## src/rtl/irq_reg_pkg.sv

```systemverilog
package irq_reg_pkg;
  localparam int SRC_W    = 15;
  localparam int REG_W    = 32;
  localparam int QUAL_BIT = 31;
  localparam int STAT_LSB = 16;
  localparam int FIXED_SRC = 5;

  typedef logic [SRC_W-1:0] src_vec_t;

  // Offsets of the fixed sources past the handshake lines.
  typedef enum int {
    OFS_STEP  = 0,
    OFS_COUNT = 1,
    OFS_RDBK  = 2,
    OFS_OVC   = 3,
    OFS_DMA   = 4
  } fixed_src_e;

  // Acknowledge replaces the record with this cycle's events; otherwise accumulate.
  function automatic src_vec_t next_status(src_vec_t cur, src_vec_t ev_masked, logic ack);
    return ack ? ev_masked : (cur | ev_masked);
  endfunction

  function automatic logic [REG_W-1:0] pack_read(src_vec_t en, src_vec_t st);
    return {1'b0, st, 1'b0, en};
  endfunction
endpackage

```

## src/rtl/hs_edge_detect.sv

```systemverilog
module hs_edge_detect #(
  parameter int LINES = 6
) (
  input  logic             clk,
  input  logic             rst_n,
  input  logic [LINES-1:0] line,
  input  logic [LINES-1:0] oe,
  input  logic [LINES-1:0] irq_mode,
  output logic [LINES-1:0] fall_ev
);
  logic [LINES-1:0] line_q;

  // Reset to 0 so a line held low out of reset never looks like a fall.
  always_ff @(posedge clk or negedge rst_n) begin
    if (!rst_n) line_q <= '0;
    else        line_q <= line;
  end

  for (genvar i = 0; i < LINES; i++) begin : g_line
    logic armed;
    assign armed      = irq_mode[i] & ~oe[i];
    assign fall_ev[i] = armed & line_q[i] & ~line[i];

    assert_no_rise_event_R8: assert property (@(posedge clk) disable iff (!rst_n)
      (line[i] && $past(line[i]) == 1'b0) |-> !fall_ev[i]);
  end
endmodule

```

## src/rtl/irq_status_reg.sv

```systemverilog
module irq_status_reg
  import irq_reg_pkg::*;
#(
  parameter int USED_SRC = 11
) (
  input  logic     clk,
  input  logic     rst_n,
  input  src_vec_t src_ev,
  input  logic     wr_en,
  input  logic     wr_qual,
  input  src_vec_t wr_en_data,
  output src_vec_t en_q,
  output src_vec_t st_q
);
  localparam src_vec_t IMPL_MASK = {SRC_W{1'b1}} >> (SRC_W - USED_SRC);

  src_vec_t ev_masked;
  logic     ack;
  logic     load_en;

  assign ev_masked = src_ev & en_q;
  assign ack       = wr_en & ~wr_qual;
  assign load_en   = wr_en & wr_qual;

  always_ff @(posedge clk or negedge rst_n) begin
    if (!rst_n) begin
      en_q <= '0;
      st_q <= '0;
    end else begin
      st_q <= next_status(st_q, ev_masked, ack);
      if (load_en) en_q <= wr_en_data & IMPL_MASK;
    end
  end

  assert_masked_ignored_R2: assert property (@(posedge clk) disable iff (!rst_n)
    ((st_q & ~$past(st_q) & ~$past(en_q)) == '0));

  assert_enable_load_R3: assert property (@(posedge clk) disable iff (!rst_n)
    (wr_en && wr_qual) |=> (en_q == ($past(wr_en_data) & IMPL_MASK)));

  assert_ack_keeps_en_R4: assert property (@(posedge clk) disable iff (!rst_n)
    (wr_en && !wr_qual) |=> $stable(en_q));

  assert_ack_clears_R7: assert property (@(posedge clk) disable iff (!rst_n)
    (wr_en && !wr_qual) |=> (st_q == $past(src_ev & en_q)));
endmodule

```

## src/rtl/host_irq_ctrl.sv

```systemverilog
module host_irq_ctrl
  import irq_reg_pkg::*;
#(
  parameter int NUM_PE    = 3,
  parameter int HS_PER_PE = 2
) (
  input  logic                          clk,
  input  logic                          rst_n,
  input  logic [NUM_PE*HS_PER_PE-1:0]   hs_line,
  input  logic [NUM_PE*HS_PER_PE-1:0]   hs_oe,
  input  logic [NUM_PE*HS_PER_PE-1:0]   hs_irq_mode,
  input  logic                          step_done,
  input  logic                          count_done,
  input  logic                          rdbk_done,
  input  logic                          overcurrent,
  input  logic                          dma_done,
  input  logic                          wr_en,
  input  logic [REG_W-1:0]              wr_data,
  output logic [REG_W-1:0]              rd_data,
  output logic                          irq
);
  localparam int HS_LINES = NUM_PE * HS_PER_PE;
  localparam int USED_SRC = HS_LINES + FIXED_SRC;

  logic [HS_LINES-1:0] hs_fall;
  src_vec_t            src_ev;
  src_vec_t            en_q;
  src_vec_t            st_q;
  logic                unused_wr_bits;

  assign unused_wr_bits = ^wr_data[QUAL_BIT-1:SRC_W];

  hs_edge_detect #(.LINES(HS_LINES)) u_edges (
    .clk      (clk),
    .rst_n    (rst_n),
    .line     (hs_line),
    .oe       (hs_oe),
    .irq_mode (hs_irq_mode),
    .fall_ev  (hs_fall)
  );

  always_comb begin
    src_ev = '0;
    src_ev[HS_LINES-1:0]        = hs_fall;
    src_ev[HS_LINES + OFS_STEP]  = step_done;
    src_ev[HS_LINES + OFS_COUNT] = count_done;
    src_ev[HS_LINES + OFS_RDBK]  = rdbk_done;
    src_ev[HS_LINES + OFS_OVC]   = overcurrent;
    src_ev[HS_LINES + OFS_DMA]   = dma_done;
  end

  irq_status_reg #(.USED_SRC(USED_SRC)) u_stat (
    .clk        (clk),
    .rst_n      (rst_n),
    .src_ev     (src_ev),
    .wr_en      (wr_en),
    .wr_qual    (wr_data[QUAL_BIT]),
    .wr_en_data (wr_data[SRC_W-1:0]),
    .en_q       (en_q),
    .st_q       (st_q)
  );

  assign rd_data = pack_read(en_q, st_q);
  assign irq     = |st_q;

  assert_irq_has_cause_R6: assert property (@(posedge clk) disable iff (!rst_n)
    $rose(irq) |-> ($past(src_ev & en_q) != '0));

  assert_ack_drops_irq_R4: assert property (@(posedge clk) disable iff (!rst_n)
    (wr_en && !wr_data[QUAL_BIT] && (src_ev & en_q) == '0) |=> !irq);

  assert_hs_needs_mode_R8: assert property (@(posedge clk) disable iff (!rst_n)
    ((st_q[HS_LINES-1:0] & ~$past(st_q[HS_LINES-1:0]) &
      ~$past(hs_irq_mode & ~hs_oe)) == '0));
endmodule

```

## config.mk

```make
export PLATFORM = sky130hd
export DESIGN_NAME = host_irq_ctrl
export DESIGN_NICKNAME = d
export VERILOG_FILES = /design/src/rtl/irq_reg_pkg.sv /design/src/rtl/hs_edge_detect.sv /design/src/rtl/irq_status_reg.sv /design/src/rtl/host_irq_ctrl.sv
export SDC_FILE = /design/constraint.sdc
export NUM_CORES = 1
export LEC_CHECK = 0
export ABC_AREA = 1
export BUFFER_PORTS_ARGS = -buffer_cell sky130_fd_sc_hd__buf_2
export CAP_MARGIN = 5
export CORE_ASPECT_RATIO = 0.5
export CORE_MARGIN = 4
export CORE_UTILIZATION = 40
export DETAILED_ROUTE_END_ITERATION = 16
export GPL_ROUTABILITY_DRIVEN = 0
export PLACE_DENSITY_LB_ADDON = 0.3
export SLEW_MARGIN = 25
export SYNTH_ARGS = -nofsm -noshare
export SYNTH_HDL_FRONTEND = slang
export SYNTH_HIERARCHICAL = 1
export SYNTH_SLANG_ARGS = --single-unit
```

## constraint.sdc

```tcl
create_clock -name clk -period 0.8 [get_ports clk]
set_input_delay 0.04 -clock clk [delete_from_list [all_inputs] [get_ports clk]]
set_output_delay 0.04 -clock clk [all_outputs]
set_load 0.005 [all_outputs]
```

## Yosys cells after proc, flatten, opt, wreduce, memory -nomap -nowiden

Cells that the tools add are included.
Widths: inputs -> output; s select.

| cells by class | value |
|---|---|
| mux-type cells | 1 |
| bitwise logic cells | 35 |
| reductions and logical operators | 1 |

Operators with widths:

| cell | number |
|---|---|
| $and 1x1->1 | 20 |
| $mux 15 | 1 |
| $or 15x15->15 | 1 |
| $reduce_or 15->1 | 1 |
| $not 1->1 | 13 |
| $and 11x11->11 | 1 |

| storage, ports and cells | value |
|---|---|
| bits in registers | 32 |
| input port bits | 58 |
| output and inout port bits | 33 |

## Logic depth before layout (Yosys ltp)

Gate-level depths: netlist of the first run.

| logic depth | value |
|---|---|
| word-level depth | 7 |
| mapped depth | 5 |
| mapped depth without buffers | 5 |

## By module

The synthesis of the first run kept the hierarchy.

By module, submodules not included:

| module | instances | cells an instance | area an instance (um2) | sequential area each (um2) |
|---|---|---|---|---|
| irq_status_reg | 1 | 104 | 922.1 | 550.5 |
| hs_edge_detect | 1 | 36 | 277.8 | 150.1 |
| host_irq_ctrl | 1 | 18 | 75.1 | 0.0 |

## Least setup slack after synthesis of the first run

Ideal clock, no wire load.

| timing | value |
|---|---|
| path kind | reg-to-output |
| start point | register u_stat.st_q[7] |
| end point | output irq |
| arrival time | 677 ps |
| data required time | 760 ps |
| path slack | 83 ps |
| cell stages (with the launch flop) | 5 |
| path buffers | 0 |
| cell sequence | dfrtp_1 nor2_1 nand2_1 nor2_1 nand2_1 |

| on the way | value |
|---|---|
| word-level cells in the longest chain between the ends | 1 |

RTL lines:

| element | RTL line | RTL |
|---|---|---|
| start, declared | irq_status_reg.sv:13 | `output src_vec_t st_q` |
| start signal, assigned | irq_status_reg.sv:30 | `st_q <= next_status(st_q, ev_masked, ack);` |
| $reduce_or 15->1 | host_irq_ctrl.sv:64 | `assign irq = \|st_q;` |
| end, declared | host_irq_ctrl.sv:20 | `output logic irq` |

Every way passes these cells.

## Worst setup path after layout of the first run

| timing | value |
|---|---|
| start point | register u_stat.st_q[0] |
| end point | output irq |

The elaborated chain is that of the path after synthesis.

==> summary.txt, run 1 <==
Outcome
  – Run status: finished, violations left
  – Failing checks: negative setup slack

Yosys
  – Yosys warns: 6
  – Mux share of post-synthesis cell area: 0%
  – Top cell type by total area after synthesis: dfrtp_1
  – Number of synthesized register bits: 28
  – XOR/XNOR Fraction of Synth Area: 0%
  – Synth Area in Adders: 0%
  – Netlist cell types: 11
  – Post-synthesis compound-gate area fraction: 0%
  – Largest family of logic cells by synthesized area: simple AND/OR/NAND/NOR gates
  – Dominant cells by area after synthesis: dfrtp_1, nand2_1, buf_4, nand3_1, inv_1
  – Synth top area share: 54.96%
  – Mapped cell area: 1275 sq um
  – Synth Area in Simple Gates: 31.70%
  – Mapped Cells: 158
  – Sequential area share after synthesis: 54.96%
  – Avg Cell Area, Syn: 8.069 sq um

Finish
  – Layout area overhead: 66.93%
  – Diode count: 0
  – NumNets Final: 321
  – Ratio of cells with drive above 1 in the final layout: 39.46%

Global route
  – GRT Total Usage: 17.10%
  – Pin count of the biggest net entering global routing: 29
  – Initial antenna violation count: 0
  – Number of global-route vias before repair: 1145
  – Global route overflow: 0
  – First-pass GRT wire length: 5.264 mm

Floorplan
  – FP Rows: 14
  – Die width: 87.84 um
  – Initial Util: 42.07%
  – Die Y: 47.92 um
  – Die area: 4209 sq um
  – Core Box Area: 3030 sq um
  – Ports: 91

Critical path
  – Worst Setup SP: u_stat/st_q[0]
  – Crit path arrival time: 1.14 ns
  – Worst setup EP type: primary output
  – Critical Path Fanout Max: 2
  – Crit start category: register
  – WS Path Type: reg -> out
  – Worst Path Required: 0.76 ns
  – Worst r2r src: u_stat/st_q[9]
  – R2R cell count: 4
  – FF-to-FF setup slack: -0.07 ns

CTS
  – # clock sinks: 28
  – CTS Root Cell: clkbuf_8
  – Longest Clk Path Bufs: 2
  – H-tree level count: 1
  – Clock transition at path regs: 0.09 ns
  – Worst skew pair latency: 0.27 ns
  – CTS tree: done
  – CTS Buf Count: 3

Timing
  – Fmax: 850.2 MHz
  – RSZ-0062 raised after global routing: true
  – Setup TNS: -2.909 ns
  – Setup violators final: 29
  – WHS: 0.0009527 ns
  – Final Max Tran Viols: 0
  – Final period util: 147.0%
  – Minimum clock period: 1.176 ns
  – Final Skew: 0.002014 ns
  – Final WS setup: -0.3761 ns
  – Final hold violation count: 0

Job
  – Max cap viols: 0

Placed design
  – Number of port buffers: 60
  – DP Worst Slack: -0.07064 ns
  – Hpwl dp: 2.193 mm

Routing
  – Antenna viol nets, final: 0
  – Routed wire length per instance: 11.98 um
  – Total vias in the final route: 1273
  – DR iter-0 viols: 89
  – Routed vias/inst: 4.229
  – Routed WL: 3.607 mm
  – # DRC: 0
  – Pre-antenna DRT Iters: 4

Power
  – VDD IR max: 0.8156 mV
  – Leak Pwr: 1.220 nW
  – P per Cell Area: 1661 nW/um^2

Min path
  – Hold crit path type: in -> reg
  – Min-Delay Startpoint: wr_data[3]
  – WHS Path Cells: 3
-- cells in the mapped netlist, drive strengths merged --
| master | n |
|---|---|
| nand2 | 74 |
| conb | 2 |
| nand3 | 11 |
| nor2 | 15 |
| buf | 14 |
| inv | 14 |
| dfrtp | 28 |
-- metrics by stage --
stage          total power [mW]  utilization (%)  instance area, sq um  instances
6_report                  3.536            70.23                  2128        301
5_1_grt                   3.726            70.23                  2128        301
4_1_cts                   3.433            68.46                  2074        299
3_5_place_dp              2.362            54.87                  1663        266
3_3_place_gp              2.346            54.87                  1663        266
2_1_floorplan             1.978                -                  1305        166
-- power breakdown --
part / leakage, nW / switching (mW) / internal, mW
clock: 0.0216 / 0.435 / 0.339
sequential: 0.347 / 0.0938 / 1.57
combinational: 0.851 / 0.438 / 0.663
total: 1.22 / 0.967 / 2.57
-- cell usage in the layout, fill, tap and decap left out --
cell / synthesis / final
buf_2: 1 / 46
nor2_2: 6 / 9
dfrtp_1: 28 / 28
buf_4: 11 / 17
dlygate4sd3_1: 0 / 19
buf_12: 0 / 1
inv_1: 13 / 13
inv_2: 1 / 1
clkbuf_8: 0 / 3
nand3_1: 11 / 11
conb_1: 2 / 10
nor2_1: 9 / 6
nand2_2: 0 / 3
nand2_1: 74 / 71
buf_6: 2 / 23
-- state kept, by name, summed over array words and instances, names as in the netlist --
signal,cells
u_edges/line_q,6
u_stat/st_q,11
u_stat/en_q,11
-- critical path: stages (launching register included) --
cell and delay [ns]:
dfrtp_1 0.40, nor2_2 0.14, nand2_2 0.07, nor2_2 0.09
nand2_1 0.05, buf_2 0.12
-- cell type report --
| class | count | area (sq um) |
|---|---|---|
| multi-input cells | 110 | 456.7 |
| well taps | 40 | 50.05 |
| clock buffers | 3 | 41.29 |
| repair buffers | 106 | 827.0 |
| inverters | 14 | 52.55 |
| flip-flops and latches | 28 | 700.7 |
| fillers | 239 | 902.1 |
-- worst paths after layout --
path | to
worst max-delay path | irq
worst min-delay path | u_stat/en_q[3]
worst max register to register | u_stat/st_q[9]
worst min register to register | u_stat/en_q[4]
max in group asynchronous | u_stat/en_q[8]
min in group asynchronous | u_stat/en_q[5]
-- cell families (layout without fill, tap and decap cells) --
group / Yosys count / in the layout
AND/OR/NAND/NOR: 100 / 100
flip-flops: 28 / 28
buffers and inverters: 28 / 123
other: 2 / 10
-- repair_timing --
item	4_1_cts	5_1_grt
setup endpoints to repair	23	32
resized for setup	19	12
hold buffers	19	0
setup buffers	16	7
endpoints found under the hold margin	46	0
cloned	0	0
pin swaps	4	9
-- routing by layer --
metal | track usage, % | vias up | wire length (um)
met2 | 31.74 | 43 | 1870
met4 | 5.505 | 0 | 69
met1 | 20.65 | 568 | 1479
met3 | 3.608 | 6 | 187
li1 | - | 656 | -
met5 | 0 | - | 0
No activity file was read; power rests on OpenSTA's default activity.
==> run 2, diff against run 1 <==
- CORE_MARGIN: 4 -> 3
==> run 2 against run 1 <==
Effect of this change: the run still ends with negative setup slack left; routed wire length down 2.0%; flip-flop and latch count is the same; non-clock buffer count decreased by 3; final cell count is 1.7% lower; cell area decreased by 0.76%; via count decreased by 0.71%; setup slack lost 0.082 ns; sequential share of layout area grew 0.25 points; sequential power barely moved; largest power group unchanged; highest routed layer unchanged.
==> summary.txt, run 2 (same netlist as run 1, synthesis figures left out) <==
Finish
  – Cell Count, Final, Fillers Out: 296
  – Fillers: 193
  – Ratio of cells with drive above 1 in the final layout: 40.54%
  – Biggest registers after layout: u_stat/en_q x11, u_stat/st_q x11, u_edges/line_q x6
  – Layout area overhead: 65.65%
  – Most common cell after layout, fill and taps aside: nand2_1
  – NumNets Final: 318
  – Final core occ: 75.06%
  – Most frequent cells in the layout: nand2_1, buf_2, dfrtp_1
  – Post-route cell area: 2112 sq um
  – Diode count: 0

Critical path
  – Worst-path cell chain: nor2_1 -> nand2_2 -> nor2_2 -> nand2_1 -> buf_2
  – Worst Path Required: 0.76 ns
  – Worst setup EP type: primary output
  – Critical Path Fanout Max: 2
  – Cell family with most CP delay: simple AND/OR/NAND/NOR gates
  – CP max-delay cell: dfrtp_1
  – Crit start category: register
  – WS Path Type: reg -> out
  – Critical path's largest stage delay: 0.41 ns
  – Buffers & Inverters on Critical Path: 1
  – Crit path arrival time: 1.22 ns

Routing
  – Total vias in the final route: 1264
  – DR iter-0 viols: 51
  – Routed vias/inst: 4.270
  – Antenna viol nets, final: 0
  – Routed WL: 3.535 mm
  – Routed wire length per instance: 11.94 um
  – Pre-antenna DRT Iters: 4
  – # DRC: 0

Timing
  – Minimum clock period: 1.259 ns
  – Fmax: 794.5 MHz
  – Final hold violation count: 0
  – Final Skew: 0.008130 ns
  – RSZ-0062 raised after global routing: true
  – Final Max Tran Viols: 0
  – Final WS setup: -0.4586 ns
  – WHS: 0.009481 ns
  – Setup violators final: 28
  – Final period util: 157.3%

Global route
  – Pin count of the biggest net entering global routing: 29
  – Number of global-route vias before repair: 1265
  – First-pass GRT wire length: 5.651 mm
  – Global route overflow: 0
  – GRT Total Usage: 18.83%
  – Initial antenna violation count: 0

CTS
  – CTS Root Cell: clkbuf_8
  – Worst skew pair latency: 0.27 ns
  – CTS tree: done
  – # clock sinks: 28
  – H-tree level count: 1
  – CTS Buf Count: 3
  – Longest Clk Path Bufs: 2
  – Clock transition at path regs: 0.09 ns

Job
  – Max cap viols: 0

Power
  – VDD IR max: 1.533 mV
  – Total power: 3.587 mW
  – Leak Pwr: 1.214 nW
  – P per Cell Area: 1698 nW/um^2

Placed design
  – Placed Cells: 262
  – Hpwl dp: 2.161 mm
  – Post-DP Area: 1652 sq um
  – Number of port buffers: 60

Floorplan
  – FP Rows: 13
  – Die Y: 45.92 um
  – Die area: 3942 sq um
  – Core Box Area: 2814 sq um
  – Initial Util: 45.31%
  – Die width: 85.84 um
  – Ports: 91

Min path
  – Hold crit path type: in -> reg

Outcome
  – Run status: finished, violations left
  – Failing checks: negative setup slack
[run 2: worst paths after layout]
| kind | from | to | slack [ns] | cells after the start |
|---|---|---|---|---|
| min | wr_data[0] | u_stat/en_q[0] | 0.009 | 3 |
| min reg2reg | u_stat/st_q[7] | u_stat/st_q[7] | 0.51 | 2 |
| max | u_stat/st_q[4] | irq | -0.46 | 5 |
| max reg2reg | u_stat/st_q[4] | u_stat/st_q[4] | -0.05 | 4 |
| min in group asynchronous | rst_n | u_stat/en_q[6] | 0.26 | 3 |
| max in group asynchronous | rst_n | u_stat/st_q[1] | 0.38 | 3 |
[run 2: routing by layer]
| metal | vias to the layer above | routed length (um) | track usage (%) |
|---|---|---|---|
| met5 | - | 0 | 0 |
| li1 | 654 | - | - |
| met1 | 564 | 1441 | 22.72 |
| met3 | 2 | 234 | 3.791 |
| met4 | 0 | 23 | 2.839 |
| met2 | 44 | 1836 | 36.42 |
[run 2: final cells by class]
class / instances / area, sq um / share of cell area, %
tap: 37 / 46.29 / 2.192
inverter: 14 / 52.55 / 2.488
multi-input combinational: 110 / 461.7 / 21.86
sequential: 28 / 700.7 / 33.18
timing repair buffer: 103 / 795.8 / 37.68
clock buffer: 4 / 55.05 / 2.607
[run 2: timing repair]
action                                 4_1_cts  5_1_grt
pin swaps                                    0        7
endpoints found under the hold margin       44        0
buffers inserted                            16        2
hold buffers                                17        0
setup endpoints to repair                   23       31
resized for setup                           18       14
[run 2: where the power goes]
group | internal, mW | leakage (nW) | switching, mW | total [mW]
Combinational | 0.625 | 0.838 | 0.430 | 1.06
Sequential | 1.57 | 0.347 | 0.0950 | 1.66
Clock | 0.440 | 0.0288 | 0.429 | 0.869
Total | 2.63 | 1.21 | 0.954 | 3.59
[run 2: metrics by stage]
stage	TNS [ns]	setup slack, ns
3_5_place_dp	-0.08931	-0.08931
4_1_cts	-2.495	-0.4013
5_1_grt	-3.644	-0.5416
2_1_floorplan	0	0.08263
6_report	-2.638	-0.4586
3_3_place_gp	-0.06658	-0.06658
[run 2: worst reg2reg max path, stage by stage, from the launching register on]
cell and delay (ns):
dfrtp_1 0.41, buf_6 0.12, buf_6 0.11, nand2_2 0.06
nand2_1 0.05
